==> src/rtl/coef_pkg.sv <==
package coef_pkg;
  parameter int unsigned COEF_SLOTS = 5;
  parameter int unsigned REG_DW     = 8;
  parameter int unsigned CTRL_BUSY  = 7;

  typedef enum logic [1:0] {
    CMD_WR_ONE = 2'd0,
    CMD_WR_ALL = 2'd1,
    CMD_RD_ONE = 2'd2,
    CMD_RD_ALL = 2'd3
  } cmd_e;

  typedef enum logic [1:0] {
    ST_IDLE  = 2'd0,
    ST_RUN   = 2'd1,
    ST_DRAIN = 2'd2
  } seq_state_e;
endpackage

==> src/rtl/coef_regfile.sv <==
module coef_regfile
  import coef_pkg::*;
#(
  parameter int unsigned ADDR_W = 6,
  parameter int unsigned DATA_W = 24,
  parameter int unsigned REG_AW = 5,
  localparam int unsigned IDX_W = $clog2(COEF_SLOTS)
) (
  input  logic                                  clk_i,
  input  logic                                  rst_ni,
  input  logic                                  reg_we_i,
  input  logic [REG_AW-1:0]                     reg_addr_i,
  input  logic [REG_DW-1:0]                     reg_wdata_i,
  output logic [REG_DW-1:0]                     reg_rdata_o,
  input  logic                                  busy_i,
  input  logic                                  cap_vld_i,
  input  logic [IDX_W-1:0]                      cap_idx_i,
  input  logic [DATA_W-1:0]                     cap_data_i,
  output logic                                  start_o,
  output cmd_e                                  cmd_o,
  output logic [ADDR_W-1:0]                     base_o,
  output logic [COEF_SLOTS-1:0][DATA_W-1:0]     slots_o
);
  localparam int unsigned BPC      = DATA_W / REG_DW;
  localparam int unsigned NBYTE    = COEF_SLOTS * BPC;
  localparam int unsigned ADR_BASE = 0;
  localparam int unsigned ADR_STG0 = 1;
  localparam int unsigned ADR_CTRL = ADR_STG0 + NBYTE;

  logic [ADDR_W-1:0] base_q;
  logic [REG_DW-1:0] stg_q [NBYTE];
  logic [3:0]        ctrl_q;
  logic              host_wr;

  assign host_wr = reg_we_i && !busy_i;
  assign start_o = host_wr && (reg_addr_i == REG_AW'(ADR_CTRL)) && |reg_wdata_i[3:0];

  // lowest command bit wins
  always_comb begin
    if (reg_wdata_i[0])      cmd_o = CMD_WR_ONE;
    else if (reg_wdata_i[1]) cmd_o = CMD_WR_ALL;
    else if (reg_wdata_i[2]) cmd_o = CMD_RD_ONE;
    else                     cmd_o = CMD_RD_ALL;
  end

  always_ff @(posedge clk_i or negedge rst_ni) begin
    if (!rst_ni) begin
      base_q <= '0;
      ctrl_q <= '0;
    end else begin
      if (host_wr && reg_addr_i == REG_AW'(ADR_BASE)) base_q <= reg_wdata_i[ADDR_W-1:0];
      if (start_o) ctrl_q <= 4'b0001 << cmd_o;
    end
  end

  always_ff @(posedge clk_i or negedge rst_ni) begin
    if (!rst_ni) begin
      for (int i = 0; i < NBYTE; i++) stg_q[i] <= '0;
    end else begin
      for (int i = 0; i < NBYTE; i++) begin
        if (host_wr && reg_addr_i == REG_AW'(ADR_STG0 + i))
          stg_q[i] <= reg_wdata_i;
        else if (cap_vld_i && cap_idx_i == IDX_W'(i / BPC))
          stg_q[i] <= cap_data_i[DATA_W-1-REG_DW*(i % BPC) -: REG_DW];
      end
    end
  end

  for (genvar s = 0; s < COEF_SLOTS; s++) begin : g_slot
    for (genvar b = 0; b < BPC; b++) begin : g_byte
      assign slots_o[s][DATA_W-1-REG_DW*b -: REG_DW] = stg_q[s*BPC+b];
    end
  end

  assign base_o = base_q;

  always_comb begin
    reg_rdata_o = '0;
    if (reg_addr_i == REG_AW'(ADR_BASE)) reg_rdata_o[ADDR_W-1:0] = base_q;
    for (int i = 0; i < NBYTE; i++)
      if (reg_addr_i == REG_AW'(ADR_STG0 + i)) reg_rdata_o = stg_q[i];
    if (reg_addr_i == REG_AW'(ADR_CTRL)) begin
      reg_rdata_o[3:0]       = busy_i ? ctrl_q : 4'b0000;
      reg_rdata_o[CTRL_BUSY] = busy_i;
    end
  end
endmodule

==> src/rtl/coef_seq.sv <==
module coef_seq
  import coef_pkg::*;
#(
  parameter int unsigned ADDR_W = 6,
  parameter int unsigned DATA_W = 24,
  localparam int unsigned IDX_W = $clog2(COEF_SLOTS)
) (
  input  logic                              clk_i,
  input  logic                              rst_ni,
  input  logic                              start_i,
  input  cmd_e                              cmd_i,
  input  logic [ADDR_W-1:0]                 base_i,
  input  logic [COEF_SLOTS-1:0][DATA_W-1:0] slots_i,
  output logic                              ram_en_o,
  output logic                              ram_we_o,
  output logic [ADDR_W-1:0]                 ram_addr_o,
  output logic [DATA_W-1:0]                 ram_wdata_o,
  input  logic [DATA_W-1:0]                 ram_rdata_i,
  output logic                              busy_o,
  output logic                              done_o,
  output logic                              cap_vld_o,
  output logic [IDX_W-1:0]                  cap_idx_o,
  output logic [DATA_W-1:0]                 cap_data_o
);
  localparam logic [IDX_W-1:0] LAST_ALL = IDX_W'(COEF_SLOTS - 1);

  seq_state_e       state_q;
  logic [IDX_W-1:0] idx_q, last_q;
  logic             rd_q, at_last;

  assign at_last = (idx_q == last_q);

  always_ff @(posedge clk_i or negedge rst_ni) begin
    if (!rst_ni) begin
      state_q   <= ST_IDLE;
      idx_q     <= '0;
      last_q    <= '0;
      rd_q      <= 1'b0;
      done_o    <= 1'b0;
      cap_vld_o <= 1'b0;
      cap_idx_o <= '0;
    end else begin
      done_o    <= (state_q == ST_RUN && at_last && !rd_q) || state_q == ST_DRAIN;
      cap_vld_o <= ram_en_o && !ram_we_o;
      cap_idx_o <= idx_q;
      unique case (state_q)
        ST_IDLE: if (start_i) begin
          state_q <= ST_RUN;
          idx_q   <= '0;
          last_q  <= (cmd_i == CMD_WR_ALL || cmd_i == CMD_RD_ALL) ? LAST_ALL : '0;
          rd_q    <= (cmd_i == CMD_RD_ONE || cmd_i == CMD_RD_ALL);
        end
        ST_RUN: begin
          if (at_last) state_q <= rd_q ? ST_DRAIN : ST_IDLE;
          else         idx_q   <= idx_q + 1'b1;
        end
        ST_DRAIN: state_q <= ST_IDLE;
        default:  state_q <= ST_IDLE;
      endcase
    end
  end

  always_comb begin
    ram_en_o    = (state_q == ST_RUN);
    ram_we_o    = ram_en_o && !rd_q;
    ram_addr_o  = base_i + ADDR_W'(idx_q);
    ram_wdata_o = '0;
    if (ram_we_o && idx_q < IDX_W'(COEF_SLOTS)) ram_wdata_o = slots_i[idx_q];
  end

  assign busy_o     = (state_q != ST_IDLE);
  assign cap_data_o = ram_rdata_i;
endmodule

==> src/rtl/coef_ram_ctrl.sv <==
module coef_ram_ctrl
  import coef_pkg::*;
#(
  parameter int unsigned ADDR_W = 6,
  parameter int unsigned DATA_W = 24,
  parameter int unsigned REG_AW = 5
) (
  input  logic              clk_i,
  input  logic              rst_ni,
  input  logic              reg_we_i,
  input  logic [REG_AW-1:0] reg_addr_i,
  input  logic [7:0]        reg_wdata_i,
  output logic [7:0]        reg_rdata_o,
  output logic              ram_en_o,
  output logic              ram_we_o,
  output logic [ADDR_W-1:0] ram_addr_o,
  output logic [DATA_W-1:0] ram_wdata_o,
  input  logic [DATA_W-1:0] ram_rdata_i,
  output logic              busy_o,
  output logic              done_o
);
  localparam int unsigned IDX_W = $clog2(COEF_SLOTS);

  logic                              start, cap_vld;
  cmd_e                              cmd;
  logic [ADDR_W-1:0]                 base;
  logic [COEF_SLOTS-1:0][DATA_W-1:0] slots;
  logic [IDX_W-1:0]                  cap_idx;
  logic [DATA_W-1:0]                 cap_data;

  coef_regfile #(.ADDR_W(ADDR_W), .DATA_W(DATA_W), .REG_AW(REG_AW)) i_regfile (
    .clk_i, .rst_ni, .reg_we_i, .reg_addr_i, .reg_wdata_i, .reg_rdata_o,
    .busy_i(busy_o), .cap_vld_i(cap_vld), .cap_idx_i(cap_idx), .cap_data_i(cap_data),
    .start_o(start), .cmd_o(cmd), .base_o(base), .slots_o(slots)
  );

  coef_seq #(.ADDR_W(ADDR_W), .DATA_W(DATA_W)) i_seq (
    .clk_i, .rst_ni, .start_i(start), .cmd_i(cmd), .base_i(base), .slots_i(slots),
    .ram_en_o, .ram_we_o, .ram_addr_o, .ram_wdata_o, .ram_rdata_i,
    .busy_o, .done_o, .cap_vld_o(cap_vld), .cap_idx_o(cap_idx), .cap_data_o(cap_data)
  );
endmodule

==> config.mk <==
export PLATFORM = sky130hd
export DESIGN_NAME = coef_ram_ctrl
export DESIGN_NICKNAME = d
export VERILOG_FILES = /design/src/rtl/coef_pkg.sv /design/src/rtl/coef_regfile.sv /design/src/rtl/coef_seq.sv /design/src/rtl/coef_ram_ctrl.sv
export SDC_FILE = /design/constraint.sdc
export NUM_CORES = 1
export LEC_CHECK = 0
export ABC_AREA = 1
export BUFFER_PORTS_ARGS = -buffer_cell sky130_fd_sc_hd__buf_2
export CELL_PAD_IN_SITES_DETAIL_PLACEMENT = 2
export CELL_PAD_IN_SITES_GLOBAL_PLACEMENT = 2
export CORE_ASPECT_RATIO = 2
export CORE_UTILIZATION = 39
export CTS_BUF_LIST = sky130_fd_sc_hd__clkbuf_2 sky130_fd_sc_hd__clkbuf_4 sky130_fd_sc_hd__clkbuf_8
export DETAILED_ROUTE_END_ITERATION = 16
export GPL_TIMING_DRIVEN = 0
export PLACE_DENSITY = 0.95
export SLEW_MARGIN = 20
export SYNTH_ARGS = -nofsm -noshare
export SYNTH_HDL_FRONTEND = slang
export SYNTH_SLANG_ARGS = --single-unit
==> constraint.sdc <==
create_clock -name clk_i -period 3.4 [get_ports clk_i]
set_clock_uncertainty 0.1 [all_clocks]
set_input_delay 0.17 -clock clk_i [delete_from_list [all_inputs] [get_ports clk_i]]
set_output_delay 0.17 -clock clk_i [all_outputs]
set_load 0.005 [all_outputs]
After elaboration in Yosys (flattened, before gate mapping)
Cells that the tools add are included.
- bits in registers: 144
- bits in latches: 0
- RAM bits: 0
- bits in read-only memories: 0
- word-level logic and storage cells: 180
- memories: 0
- add/subtract/negate cells: 2
- multipliers: 0
- div/mod/pow operators: 0
- magnitude comparators: 2
- eq/ne operators: 29
- shift-type cells: 1
- multiplexer cells: 63
- bitwise operators: 0
- reduce and logical (&&, ||, !) cells: 59
- operators with widths (cell ; number):
    $mux W8 ; 45
    $bmux W24 S3 ; 1
    $mux W24 ; 2
    $eq A5 B4 Y1 const B ; 8
    $reduce_bool A2 Y1 ; 17
    $logic_and A1 B1 Y1 ; 29
    $eq A5 B3 Y1 const B ; 4
    $eq A5 B2 Y1 const B ; 2
    $mux W2 ; 5
    $mux W3 ; 3
    $mux W4 ; 2
    $add A6 B3 Y6 ; 1
    $eq A2 B2 Y1 const B ; 3
    $eq A3 B2 Y1 const B ; 2
    $mux W6 ; 1
    $ne A2 B2 Y1 const B ; 3
    $pmux W3 S2 ; 1
    $eq A5 B1 Y1 const B ; 1
    $eq A5 B5 Y1 const B ; 1
    $logic_not A5 Y1 ; 1
    $eq A2 B1 Y1 const B ; 2
    $lt A3 B4 Y1 const B ; 1
    $pmux W2 S2 ; 1
    $reduce_and A2 Y1 ; 2
    13 further kinds ; 18

Logic depth before layout (Yosys ltp)
- depth after elaboration: 18
- depth in mapped cells: 14

Cells and area by module
From an unflattened synthesis, not the netlist that was laid out.
- cells, all modules: 1357
- area, all modules: 9501.6 um^2
- modules (own cells, without submodules) (module ; instances ; cells an instance ; area each (um^2)):
    coef_regfile ; 1 ; 946 ; 7233.2
    coef_seq ; 1 ; 411 ; 2268.4

Worst setup path after synthesis
No wires, ideal clock.
- path kind: reg2out
- start: register i_seq.idx_q[1]
- end: output ram_addr_o[4]
- arrival: 1.645 ns
- required time: 3.130 ns
- path slack: 1.485 ns
- stages on the path, launching flop included: 7
- path buffers: 2
- cell sequence: dfrtp_1 inv_1 clkbuf_1 buf_2 fa_1 o21ai_0 xor2_1
- cells in the longest elaborated chain, start to end: 1
- RTL lines (item ; line ; source):
    from (decl) ; coef_seq.sv:28 ; logic [IDX_W-1:0] idx_q, last_q;
    from (signal assigned) ; coef_seq.sv:55 ; else idx_q <= idx_q + 1'b1;
    $add A6 B3 Y6 ; coef_seq.sv:66 ; ram_addr_o = base_i + ADDR_W'(idx_q);
    to (decl) ; coef_ram_ctrl.sv:16 ; output logic [ADDR_W-1:0] ram_addr_o,
No other way between the ends.

Final worst setup path
- start: register i_seq.idx_q[1]
- end: output ram_wdata_o[6]
- cells in the longest elaborated chain, start to end: 3
- elaborated cells between the ends (all ways): 5
- classes of those cells: order compare: 1; mux: 3; reduce/logical: 1
- RTL lines (item ; line ; source):
    $bmux W24 S3 or $lt A3 B3 Y1 (tied branches) ; coef_seq.sv:68 ; if (ram_we_o && idx_q < IDX_W'(COEF_SLOTS)) ram_wdata_o = slots_i[idx_q];
    $mux W24 (implied by the code) or $logic_and A1 B1 Y1 (tied branches) ; coef_seq.sv:68 ;
    $mux W24 (*) ; coef_seq.sv:68 ;
    to (decl) ; coef_ram_ctrl.sv:17 ; output logic [DATA_W-1:0] ram_wdata_o,
Mark *: on every way between the ends. The rest lies on a longest branch, timed or not. The select of a mux whose other input is x is not followed.

==> metrics.txt <==
TritonCTS clock tree=built; fin nets=1337; I/O Pins=82; worst endpoint required time=3.13 ns; largest area contributor in the netlist=dfrtp_1; Root Driver=clkbuf_8; H-tree depth=4; Detail Placement HPWL=38480 µm; Routed Antenna Nets=0; slowest stage cell, crit path=dfrtp_1; initial core utilization=39.79%; met2 wire length=25810 µm; Critical Path Start Type=flop; Hold Startpoint=reg_wdata_i[7]; DP Area=9557 µm²; setup ws final=-0.06101 ns; post-DR wirelength/cell=35.77 µm; global-route wire length before repair=82410 µm; gpl congestion=1.004; switching part of the total power=45.80%; worst-path fanout max=10; final non-filler cell total=1579; placed cell count=1512; clock power share=23.1%; post-place setup slack=0.3068 ns; DRT met1 WL=17870 µm; layout cells sized above 1=14.75%; TritonCTS Buffers=17; Tcrit/Tclk final=101.8%; leak pwr=4.602 nW; CP Launch Point=i_seq.idx_q[1]$_DFFE_PN0P_; vias in the first global route=11750; vias per cell=6.882; Area contributors post-synth=dfrtp_1, nand2_1, o21ai_0, nand3_1, o221ai_1; die width=108.1 µm; Rel. slew slack=11.43%; Max VDD drop=308.4 µV; initial DRC count=1116; syn_area_per_cell=7.594 µm²; most common cell after layout, fill and taps aside=nand2_1; Reg clk slew, reported paths=0.08 ns; DRT Wirelength=56480 µm; Synth Register Bits=142; CORE AREA=22060 µm²; row count=77; Least-Margin Pin Slew=1.329 ns; min Tclk post-route=3.461 ns; remaining design rule violation count=0; internal power=3.679 mW; met3 WL=5362 µm; number of enable flip-flop cells after synthesis=0; CP peak stage delay=0.61 ns; failing checks=negative setup slack; RSZ-0062 raised after global routing=false; worst min-delay path class=primary input to flop; fin. max-slew vios=0; largest net degree at the start of global routing=80; hold depth=3; highest-count cells in the layout ignoring fill and taps=nand2_1, dfrtp_1, inv_1, o21ai_0, nand3_1; CP Class=flop to output pin; Die Area=23150 µm²; GR Util All Layers=51.17%; synth warn=0; Post-Syn Instances=1156; setup TNS=-0.1109 ns; synthesized net count=1202; CP cell instances=nor2_2, o21ai_2, clkbuf_1, a211oi_1, buf_2; Clock Latency Late Sink=0.54 ns; Sw Pwr=3.109 mW; Setup-failing EPs final=2; Remaining Overflow, GRT=0; DR vias=10870; DRT Pass-1 Iters=6; Comb pwr share=36.0%; Worst Setup End Kind=output pin; Port Buf Inserts=79; initial antenna violation count=3; die height=214.2 µm; post-synth top area share=40.48%; Hold Vio Cnt, Final=0; P&R area growth vs syn=17.76%; Power Density=656.6 nW/µm²; Flop pwr share=40.9%; ys async rst share=100.0%; synth unique cells=40; reg2reg start=i_seq.state_q[1]$_DFFE_PN0P_; Peak Freq=288.9 MHz; Max Cap Viol=0; max layer used=met5; sequential fraction of the synthesis area=40.48%; clock tree buffer depth=2; R2R depth=8; outcome=complete, but fails checks; Netlist Area Pre-Place=8778 µm²; CP arrival=3.19 ns; post-route cell area=10340 µm²; clock sinks=142; Main synth FF type=dfrtp_1
==> power by group through the flow <==
stage	registers [mW]	logic (mW)	clock network [mW]
global route	2.77	2.57	1.59
CTS	2.71	2.25	1.52
global placement	2.67	2.02	0
floorplan	2.45	1.28	0
detailed placement	2.71	2.15	0
finish	2.78	2.44	1.57
==> kinds of logic (layout without fill, tap and decap cells) <==
kind of cell | count (synthesis) | after routing | share of synthesized area [%]
AOI/OAI and AO/OA | 329 | 329 | 23.00
xor gates and xnor gates | 4 | 4 | 0.3992
adders and majority gates | 6 | 6 | 0.9407
buffers and inverters | 219 | 365 | 10.15
DFF | 142 | 142 | 40.48
muxes | 1 | 1 | 0.1283
other | 0 | 1 | 0
and+or+nand+nor | 455 | 455 | 24.90
==> path summary, 6_finish.rpt <==
check	end	slack [ns]
setup / recovery	ram_wdata_o[6]	-0.06
hold / removal	i_regfile.slots_o[95]$_DFFE_PN0P_	0.06
setup reg to reg	i_regfile.ctrl_q[3]$_DFFE_PN0P_	0.30
hold reg to reg	i_seq.cap_idx_o[2]$_DFF_PN0_	0.39
max in group asynchronous	i_regfile.slots_o[20]$_DFFE_PN0P_	2.19
min in group asynchronous	i_regfile.ctrl_q[1]$_DFFE_PN0P_	0.08
==> per-stage QoR <==
step	util, %	hold slack (ns)	power (mW)
finish	46.86	0.05729	6.787
global placement	43.15	0.2828	4.692
CTS	46.81	0.007299	6.470
floorplan	-	-0.2256	3.734
detailed placement	43.32	0.06795	4.861
global route	46.84	0.05849	6.925
==> registers in the layout (all words and copies together), names as in the netlist <==
signal             cells
i_regfile.ctrl_q       4
i_seq.cap_vld_o        1
i_seq.done_o           1
i_seq.cap_idx_o        3
i_regfile.base_o       6
i_regfile.slots_o    120
i_seq.rd_q             1
i_seq.state_q          2
i_seq.idx_q            3
i_seq.last_q           1
==> what timing repair did <==
action	CTS	global route
hold buffers	36	0
endpoints found under the setup margin	15	6
gates resized for setup	2	4
endpoints found under the hold margin	177	0
cloned	0	0
setup buffers	0	0
==> synth_stat cells, types with 2 or more instances <==
master	count
a211oi_1	20
a21oi_1	80
a221oi_1	4
a31oi_1	8
buf_1	6
buf_2	14
buf_6	5
clkbuf_1	34
clkinv_1	6
dfrtp_1	142
ha_1	5
inv_1	135
inv_2	18
nand2_1	183
nand2_2	6
nand2_4	2
nand3_1	114
nand3_4	2
nand4_1	32
nor2_1	70
nor2_2	9
nor2_4	15
nor3_1	19
o211ai_1	21
o21ai_0	125
o21ai_1	6
o221ai_1	60
xnor2_1	2
xor2_1	2
==> worst max-delay path: cells and delay by family, from the launching register on <==
kind                   cells  cell delay (ns)
buffers and inverters      2             0.63
DFF                        1             0.61
and+or+nand+nor            1             0.55
AOI/OAI and AO/OA          2             0.86
==> metal layers <==
layer,GRT usage (%),vias to the layer above
met1,52.43,5353
met5,0.4464,-
met2,77.43,810
met3,16.87,406
met4,53.61,4
li1,-,4293
==> layout make-up <==
type	instances	area (µm²)
Inverter	160	614.3
Timing Repair Buffer	116	793.3
Clock inverter	7	112.6
Fill cell	2577	11730
Clock buffer	23	291.5
Tap cell	276	345.3
Buffer	59	279.0
Multi-Input combinational cell	795	4345
Sequential cell	142	3553
Antenna cell	1	2.502
Note: power is estimated with default switching activity, not from simulation.
